--- config.mk ---
export PLATFORM = sky130hd
export DESIGN_NAME = sqsel_adder
export DESIGN_NICKNAME = d
export VERILOG_FILES = /design/src/rtl/sqsel_pkg.sv /design/src/rtl/sqsel_pg.sv /design/src/rtl/sqsel_ripple.sv /design/src/rtl/sqsel_stage.sv /design/src/rtl/sqsel_adder.sv
export SDC_FILE = /design/constraint.sdc
export NUM_CORES = 1
export LEC_CHECK = 0
export BUFFER_PORTS_ARGS = -buffer_cell sky130_fd_sc_hd__buf_2
export CAP_MARGIN = 20
export CELL_PAD_IN_SITES_DETAIL_PLACEMENT = 1
export CELL_PAD_IN_SITES_GLOBAL_PLACEMENT = 1
export CORE_MARGIN = 1.5
export CORE_UTILIZATION = 28
export DETAILED_ROUTE_END_ITERATION = 8
export PLACE_DENSITY = 0.88
export SYNTH_ARGS = -nofsm -noshare
export SYNTH_HDL_FRONTEND = slang
export SYNTH_SLANG_ARGS = --single-unit
--- constraint.sdc ---
create_clock -name vclk -period 18.4
set_input_delay 3.68 -clock vclk [all_inputs]
set_output_delay 3.68 -clock vclk [all_outputs]
set_load 0.02 [all_outputs]
--- src/rtl/sqsel_pkg.sv ---
package sqsel_pkg;

  // first bit index of stage k
  function automatic int stage_lo(input int m, input int k);
    return k * m + (k * (k - 1)) / 2;
  endfunction

  // width of stage k, trimmed to the word width n
  function automatic int stage_width(input int n, input int m, input int k);
    int lo;
    int w;
    lo = stage_lo(m, k);
    w  = m + k;
    if (lo + w > n) w = n - lo;
    return w;
  endfunction

  // number of stages needed to cover n bits
  function automatic int stage_count(input int n, input int m);
    int acc;
    int s;
    acc = 0;
    s   = 0;
    for (int k = 0; k < n; k++) begin
      if (acc < n) begin
        acc = acc + m + k;
        s   = s + 1;
      end
    end
    return s;
  endfunction

endpackage

--- src/rtl/sqsel_pg.sv ---
module sqsel_pg #(
  parameter int W = 32
) (
  input  logic [W-1:0] a,
  input  logic [W-1:0] b,
  output logic [W-1:0] gen,
  output logic [W-1:0] prop
);
  // per-bit setup before any carry work
  assign gen  = a & b;
  assign prop = a ^ b;
endmodule

--- src/rtl/sqsel_ripple.sv ---
module sqsel_ripple #(
  parameter int W = 4
) (
  input  logic [W-1:0] gen,
  input  logic [W-1:0] prop,
  input  logic         cin,
  output logic [W-1:0] cbit,   // carry entering each bit
  output logic         cout
);
  logic [W:0] chain;

  assign chain[0] = cin;

  for (genvar i = 0; i < W; i++) begin : g_bit
    assign chain[i+1] = gen[i] | (prop[i] & chain[i]);
    assign cbit[i]    = chain[i];
  end

  assign cout = chain[W];
endmodule

--- src/rtl/sqsel_stage.sv ---
module sqsel_stage #(
  parameter int W     = 4,
  parameter bit FIRST = 1'b0
) (
  input  logic [W-1:0] gen,
  input  logic [W-1:0] prop,
  input  logic         cin,
  output logic [W-1:0] sum,
  output logic         cout
);
  if (FIRST) begin : g_single
    logic [W-1:0] cb;
    sqsel_ripple #(.W(W)) u_chain (
      .gen(gen), .prop(prop), .cin(cin), .cbit(cb), .cout(cout)
    );
    assign sum = prop ^ cb;
  end else begin : g_dual
    logic [W-1:0] cb_lo, cb_hi;   // carry vectors, assumed cin 0 / 1
    logic         co_lo, co_hi;   // chain carry-outs brought out for checks
    logic [W-1:0] cb_sel;

    sqsel_ripple #(.W(W)) u_chain0 (
      .gen(gen), .prop(prop), .cin(1'b0), .cbit(cb_lo), .cout(co_lo)
    );
    sqsel_ripple #(.W(W)) u_chain1 (
      .gen(gen), .prop(prop), .cin(1'b1), .cbit(cb_hi), .cout(co_hi)
    );

    // 2-to-1 select of carry vector and carry-out by the arriving carry
    assign cb_sel = cin ? cb_hi : cb_lo;
    assign cout   = cin ? co_hi : co_lo;
    assign sum    = prop ^ cb_sel;

    always_comb begin
      // the carry-in-1 chain dominates the carry-in-0 chain
      a_r5_chain_order: assert (!co_lo || co_hi)
        else $error("R5: chain0 carry set without chain1");
      // full propagate run splits the chains
      a_r6_full_prop: assert (!(&prop) || (!co_lo && co_hi))
        else $error("R6: full propagate stage mis-carried");
      // all-kill stage emits no carry from either chain
      a_r4_all_kill: assert (!((gen | prop) == '0) || (!co_lo && !co_hi))
        else $error("R4: killed stage produced carry");
    end
  end
endmodule

--- src/rtl/sqsel_adder.sv ---
module sqsel_adder #(
  parameter int N = 32,
  parameter int M = 2
) (
  input  logic [N-1:0] a,
  input  logic [N-1:0] b,
  input  logic         cin,
  output logic [N-1:0] sum,
  output logic         cout
);
  import sqsel_pkg::*;

  localparam int NSTG = stage_count(N, M);

  logic [N-1:0]  gen, prop;
  logic [NSTG:0] stg_c;   // carry between stages

  sqsel_pg #(.W(N)) u_pg (
    .a(a), .b(b), .gen(gen), .prop(prop)
  );

  assign stg_c[0] = cin;

  for (genvar k = 0; k < NSTG; k++) begin : g_stage
    localparam int LO = stage_lo(M, k);
    localparam int SW = stage_width(N, M, k);
    sqsel_stage #(.W(SW), .FIRST(k == 0)) u_stg (
      .gen (gen[LO +: SW]),
      .prop(prop[LO +: SW]),
      .cin (stg_c[k]),
      .sum (sum[LO +: SW]),
      .cout(stg_c[k+1])
    );
  end

  // carry-out is the selected carry of the final stage
  assign cout = stg_c[NSTG];

  always_comb begin
    // whole-word result matches the arithmetic sum
    a_r1_exact_sum: assert ({cout, sum} ==
                            ({1'b0, a} + {1'b0, b} + {{N{1'b0}}, cin}))
      else $error("R1: adder result mismatch");
  end
endmodule

==> summary.txt, run 1 <==
Cell count after placement - 283
WHS - 7740 ps
Final clock period utilization by the worst path - 82.8%
Setup fix buffers added after clock tree synthesis - 0
Netlist cell types - 26
Actual transition at the worst max-transition pin - 317 ps
Gate power share - 100.0%
Placement row count - 22
Inserted Diodes - 0
Crit. End Element - output port
Die Height - 66.2 um
P_sw - 0.0000444 W
Initial antenna violation count - 0
Crit-path max cell delay - 440 ps
Growth of design area from synthesis to finish - 49.2%
Crit path top cell by count - fa_1
Most common library cell in the layout ignoring fill and taps - buf_2
GRT Util Overall - 13.9%
Final-layout clock buffer total - 0
MaxCap Viol Count - 0
Proportion of layout cells with a drive suffix above 1 - 43.4%
Total of warnings raised by yosys - 0
Detailed-route DRC error count - 0
Total overflow reported by the global router - 0
Sum Neg Setup Slack - 0 ps
Required time at the endpoint of the critical path - 14,720 ps
Layout net count - 340
Post-Synthesis Mean Instance Area - 8.16 sq um
Routability-driven placement congestion ratio - 0.674
Cell count after synthesis - 137
Crit path max-delay cell type - fa_1
Launching element type of the critical path - input pin
Storage cell area - 0 sq um
Startpoint-to-endpoint class of the critical path - in -> out
Leakage - 0.990 nW
Final instance count without filler cells - 283
Final number of setup-violating endpoints - 0
Internal cell power - 0.0000307 W
Net Sw Frac - 59.1%
I/O pins - 98
Post-route antenna net violation count - 0
Number of sequential cells - 0
Class of the tightest hold or removal check - in -> out
Largest fanout of any net on the critical path - 4
Horiz. Die Dim - 66.2 um
Routed via count - 1,276
Headroom to the max-slew limit - 78.6%
Cell area after synthesis - 1120 sq um
Final critical delay including setup and external delays - 15,240 ps
Result of the run - completed
Portion of synthesized cell area occupied by the leading cell type - 33.6%
Wire length after detailed routing - 3.04 mm
Most used cells in the layout excluding fill and tap cells - buf_2, ha_1, inv_1
Placeable core area - 3740 sq um
Highest Clock Rate - 65.6 MHz
Routed via count divided by cell count - 4.51
Biggest area contributors in the synthesized netlist - ha_1, fa_1, inv_1, xor2_1, xnor2_1
DR iter-0 viols - 13
Power Dens Cells - 45.0 nW/um^2
Max-slew violation count - 0
Die ar. - 4380 sq um
First-pass GRT wire length - 5.03 mm
Port bufs - 98
Number of hold violations in the final report - 0
Peak ir drop on the vdd network - 0.0170 mV
RSZ-0062 raised after global routing - false
Arrival time reported for the critical path endpoint - 11,560 ps
HPWL reported at the end of detailed placement - 2.99 mm
Synthesized netlist net count - 240
Starting utilization of the core area - 29.9%
Fraction of power consumed by sequential logic - 0%
DR pass1 iterations - 4
Via count of the first global-routing pass - 1,315
Post-synthesis sequential area ratio - 0%
WL/cell - 10.7 um
Pin count of the biggest net entering global routing - 5
Cell type with the largest total area after synthesis - ha_1
Hold-fix buffer count after cts - 0
Clock share of power - 0%
CTS resizes - 0
==> metrics by stage <==
step	worst slack, ps	cell area [sq um]	util, %	power, W
after floorplan	3890	1120	-	0.0000503
after global placement	3350	1670	44.6	0.0000738
after detailed placement	3080	1670	44.6	0.0000763
after CTS	3060	1670	44.6	0.0000767
after global routing	2440	1670	44.6	0.0000833
final	3160	1670	44.6	0.0000752
==> final cells by class <==
cell class                      instances  area, sq um
Tap cell                               48         60.1
Inverter                               24         90.1
Timing Repair Buffer                   98          490
Multi-Input combinational cell        113         1030
Fill cell                             511         2070
==> metal layers <==
| metal | track usage (%) | wire (um) | vias to the layer above |
|---|---|---|---|
| met5 | 0 | 0 | - |
| met4 | 1.02 | 21 | 0 |
| met3 | 2.90 | 344 | 2 |
| met2 | 29.3 | 1610 | 63 |
| met1 | 14.1 | 1060 | 566 |
| li1 | - | - | 645 |
==> kinds of logic after synthesis <==
| family | Yosys count | synth area share, % |
|---|---|---|
| muxes | 1 | 0.895 |
| AOI/OAI and AO/OA | 21 | 14.0 |
| buffers and inverters | 24 | 8.05 |
| xor gates and xnor gates | 17 | 13.3 |
| and+or+nand+nor | 36 | 15.9 |
| adders and majority gates | 38 | 47.9 |
==> Yosys cell counts (2+ instances only) <==
| master | count |
|---|---|
| ha_1 | 30 |
| inv_1 | 23 |
| nor2_1 | 15 |
| xor2_1 | 9 |
| fa_1 | 8 |
| xnor2_1 | 8 |
| nand2b_1 | 6 |
| nor2b_1 | 6 |
| o21ai_0 | 6 |
| a21oi_1 | 3 |
| nand2_1 | 3 |
| nor3_1 | 3 |
| o21a_1 | 3 |
| a211oi_1 | 2 |
==> path summary, 6_finish.rpt <==
check              from  endpoint  slack [ps]  cells after the start
setup / recovery   a[0]   sum[31]        3160                     39
hold / removal    b[26]   sum[26]        7740                      3
==> worst max-delay path: cells and delay by family <==
family,cells,cell delay (ps)
and+or+nand+nor,10,1380
AOI/OAI and AO/OA,15,2800
adders and majority gates,8,3120
muxes,1,160
buffers and inverters,5,430
==> power by group through the flow <==
stage	clock (W)	sequential, W	combinational [W]
floorplan	0	0	0.0000503
global placement	0	0	0.0000738
detailed placement	0	0	0.0000763
CTS	0	0	0.0000767
global route	0	0	0.0000833
finish	0	0	0.0000752
(Power assumes the default switching activity.)
==> inputs of run 2 (changes only) <==
Settings changed: CORE_UTILIZATION 28 to 24, PLACE_DENSITY 0.88 to 0.8.
Clock period 18.4 ns to 12.45 ns, I/O delays scaled along.
==> summary.txt, run 2 (synthesis gave the netlist of run 1 again) <==
Result of the run - completed
Final number of setup-violating endpoints - 0
Peak ir drop on the vdd network - 0.0241 mV
Cell count after placement - 295
Initial antenna violation count - 0
Post-route antenna net violation count - 0
I/O pins - 98
Crit. End Element - output port
Via count of the first global-routing pass - 1,413
Sum Neg Setup Slack - 0 ps
GRT Util Overall - 12.8%
RSZ-0062 raised after global routing - true
MaxCap Viol Count - 0
Pin count of the biggest net entering global routing - 5
Number of sequential cells - 0
Total overflow reported by the global router - 0
Routability-driven placement congestion ratio - 0.732
Die Height - 71.3 um
Headroom to the max-slew limit - 79.2%
Setup slack of the critical path after layout - 410 ps
Crit path max-delay cell type - fa_2
Crit-path max cell delay - 430 ps
Actual transition at the worst max-transition pin - 308 ps
Startpoint-to-endpoint class of the critical path - in -> out
Most common library cell in the layout ignoring fill and taps - buf_2
Power Dens Cells - 67.5 nW/um^2
WHS - 5410 ps
Class of the tightest hold or removal check - in -> out
Number of hold violations in the final report - 0
DR iter-0 viols - 2
Leakage - 1.09 nW
Detailed-route DRC error count - 0
Final critical delay including setup and external delays - 12,040 ps
Storage cell area - 0 sq um
DR pass1 iterations - 2
Die ar. - 5080 sq um
Max-slew violation count - 0
Hold-fix buffer count after cts - 0
Routed via count divided by cell count - 4.49
Crit path top cell by count - fa_2
WL/cell - 11.6 um
Layout net count - 358
Port bufs - 98
Final clock period utilization by the worst path - 96.7%
Horiz. Die Dim - 71.3 um
First-pass GRT wire length - 5.51 mm
Growth of design area from synthesis to finish - 68.3%
Required time at the endpoint of the critical path - 9960 ps
Most used cells in the layout excluding fill and tap cells - buf_2, ha_1, inv_1
Largest fanout of any net on the critical path - 3
Routed via count - 1,370
Setup WS pre-CTS - -396 ps
Proportion of layout cells with a drive suffix above 1 - 54.5%
Launching element type of the critical path - input pin
Wire length after detailed routing - 3.53 mm
Highest Clock Rate - 83.1 MHz
Final instance count without filler cells - 305
Total power draw - 0.000127 W
Starting utilization of the core area - 25.3%
Final-layout clock buffer total - 0
Placement row count - 24
Placeable core area - 4410 sq um
HPWL reported at the end of detailed placement - 3.21 mm
Inserted Diodes - 0
Arrival time reported for the critical path endpoint - 9550 ps
## run 2: cell count changes in the layout (fill, tap and decap cells not counted), sizes merged
cell  change
buf      +18
## run 2: worst paths after layout
path / startpoint / end / slack, ps / cells after the start
hold / removal: b[29] / sum[29] / 5410 / 4
setup / recovery: a[0] / sum[31] / 410 / 39
## run 2: cell type report
cell class	count	area [sq um]
Tap cell	52	65.1
Multi-Input combinational cell	113	1100
Inverter	24	90.1
Timing Repair Buffer	116	628
Fill cell	576	2530
## run 2: timing repair
item / CTS / global route
buffers inserted: 7 / 3
pin swaps: 2 / 8
endpoints found under the setup margin: 2 / 3
gates resized for setup: 7 / 18
## run 2: worst max-delay path, delay by kind of cell
family	cells	cell delay (ps)
adders and majority gates	8	2780
AOI/OAI and AO/OA	15	2420
and+or+nand+nor	10	1280
buffers and inverters	5	430
muxes	1	150
## run 2: report_power, final
group          internal [W]  leakage, nW  switching, W  total (W)
logic             0.0000565         1.09     0.0000706   0.000127
registers                 0            0             0          0
clock network             0            0             0          0
## run 2: metrics by stage
| step | util (%) | area [sq um] |
|---|---|---|
| floorplan | - | 1120 |
| global placement | 39.3 | 1730 |
| detailed placement | 39.3 | 1730 |
| CTS | 41.0 | 1810 |
| global route | 42.7 | 1880 |
| finish | 42.7 | 1880 |
## run 2: layer usage
layer | global-route usage, % | vias up | wire (um)
met1 | 12.2 | 631 | 1210
met2 | 28.6 | 59 | 2000
met5 | 0 | - | 0
li1 | - | 678 | -
met3 | 2.25 | 2 | 302
met4 | 0.419 | 0 | 15
==> inputs of run 3 (changes only) <==
Settings changed: CORE_UTILIZATION 24 to 32, SYNTH_HIERARCHICAL set to 1.
==> summary.txt, run 3 <==
Setup fix buffers added after clock tree synthesis - 0
Post-Synthesis Mean Instance Area - 8.59 sq um
Placeable core area - 6350 sq um
Class of the tightest hold or removal check - in -> out
Highest Clock Rate - 119 MHz
Post-route antenna net violation count - 0
Beginning of the worst hold path - cin
Cell area after synthesis - 2110 sq um
Final number of setup-violating endpoints - 0
Most common library cell in the layout ignoring fill and taps - buf_2
Post-synthesis sequential area ratio - 0%
Commonest cells in the netlist - a21o_1, ha_1, mux2i_1, xnor2_1, buf_4
Via count of the first global-routing pass - 2,101
Largest fanout of any net on the critical path - 8
Hold Path Stages - 3
Routed via count - 2,063
Layout net count - 443
Peak ir drop on the vdd network - 0.0406 mV
Die ar. - 7100 sq um
Portion of synthesized cell area occupied by the leading cell type - 18.9%
Crit path max-delay cell type - mux2_2
HPWL reported at the end of detailed placement - 4.78 mm
Sum Neg Setup Slack - 0 ps
CP Cell Sequence - buf_2, ha_1, a21o_1, a21o_1, mux2_2, mux2_2, mux2_2, mux2_2, mux2_2, mux2i_1, xnor2_1, buf_2
Most used cells in the layout excluding fill and tap cells - buf_2, a21o_1, ha_1
GRT Util Overall - 14.1%
Launching element type of the critical path - input pin
Area after detailed placement - 2610 sq um
Growth of design area from synthesis to finish - 23.7%
Final critical delay including setup and external delays - 8430 ps
Cell count after synthesis - 246
Startpoint-to-endpoint class of the critical path - in -> out
Library cell with the highest instance count after synthesis - a21o_1
Setup slack of the critical path after layout - 4020 ps
Inserted Diodes - 0
Detailed-route DRC error count - 0
Gate family responsible for the most delay along the worst path - multiplexers
WL/cell - 12.3 um
Netlist cell types - 31
Hold Crit Endpoint - sum[0]
Pin count of the biggest net entering global routing - 9
Required time at the endpoint of the critical path - 9960 ps
Max-slew violation count - 0
DR iter-0 viols - 31
Wire length after detailed routing - 5.17 mm
Initial antenna violation count - 0
Routed via count divided by cell count - 4.90
RSZ-0062 raised after global routing - false
First-pass GRT wire length - 8.82 mm
Storage cell area - 0 sq um
Power Dens Cells - 83.4 nW/um^2
Placement row count - 29
Utilization after layout - 41.2%
Proportion of layout cells with a drive suffix above 1 - 38.4%
Leakage - 1.47 nW
Result of the run - completed
DR pass1 iterations - 3
Setup WS pre-CTS - 3970 ps
Count of cell instances traversed by the critical path - 12
Die Height - 84.3 um
Routability-driven placement congestion ratio - 0.872
Biggest area contributors in the synthesized netlist - ha_1, mux2i_1, a21o_1, xnor2_1, buf_4
Horiz. Die Dim - 84.3 um
Crit-path max cell delay - 470 ps
CTS resizes - 0
Final-layout clock buffer total - 0
Number of sequential cells - 0
Number of hold violations in the final report - 0
Crit path top cell by count - mux2_2
Starting utilization of the core area - 33.3%
Hold-fix buffer count after cts - 0
Total of warnings raised by yosys - 6
Total buffers and inverters traversed by the critical path - 2
I/O pins - 98
Cell type with the largest total area after synthesis - ha_1
Port bufs - 98
Crit. End Element - output port
Total overflow reported by the global router - 0
Arrival time reported for the critical path endpoint - 5940 ps
WHS - 5280 ps
Final clock period utilization by the worst path - 67.7%
Post-layout instance area - 2610 sq um
MaxCap Viol Count - 0
[run 3: cell types whose count changed after synthesis, sizes merged, moves of 8 or more]
cell,before,now
buf,0,18
fa,8,0
conb,0,12
a21oi,3,12
mux2i,1,30
inv,24,0
xnor2,8,30
a21o,1,40
[run 3: worst min-delay path, cell delays in order]
cell	delay, ps
buf_2	90
xor2_1	60
buf_2	150
[run 3: logic make-up after synthesis]
logic type / share of synthesized area (%)
other cells: 2.13
compound gates: 32.9
xor+xnor: 13.3
buf+inv: 7.28
fa+ha+maj: 18.9
simple gates: 8.05
mux: 17.4
[run 3: through the flow]
stage	std cells	power, W
4_1_cts	421	0.000221
3_5_place_dp	421	0.000220
3_3_place_gp	421	0.000215
2_1_floorplan	264	0.000170
6_report	421	0.000218
5_1_grt	421	0.000237
[run 3: cell type report]
class	instances	area [sq um]
fill	802	3740
multi-input combinational	246	2030
timing repair buffer	98	490
tap	77	96.3
[run 3: worst max path at each step]
stage	endpoint	startpoint	slack [ps]
2_1_floorplan	sum[31]	a[0]	4180
3_3_place_gp	sum[28]	a[0]	4060
6_report	sum[28]	a[0]	4020
5_1_grt	sum[28]	a[0]	3870
3_5_place_dp	sum[28]	a[0]	3970
4_1_cts	sum[28]	a[0]	3970
[run 3: power by group]
| part | total, W | leakage [nW] | internal [W] | switching (W) |
|---|---|---|---|---|
| sequential | 0 | 0 | 0 | 0 |
| combinational | 0.000218 | 1.47 | 0.0000957 | 0.000122 |
| clock | 0 | 0 | 0 | 0 |
| total | 0.000218 | 1.47 | 0.0000957 | 0.000122 |
[run 3: metal layers]
metal | part of all wire, % | vias up | track usage, %
li1 | - | 1064 | -
met2 | 54 | 59 | 29.3
met4 | 0 | 0 | 0
met1 | 41 | 940 | 16.6
met5 | 0 | - | 0
met3 | 4.9 | 0 | 0.688
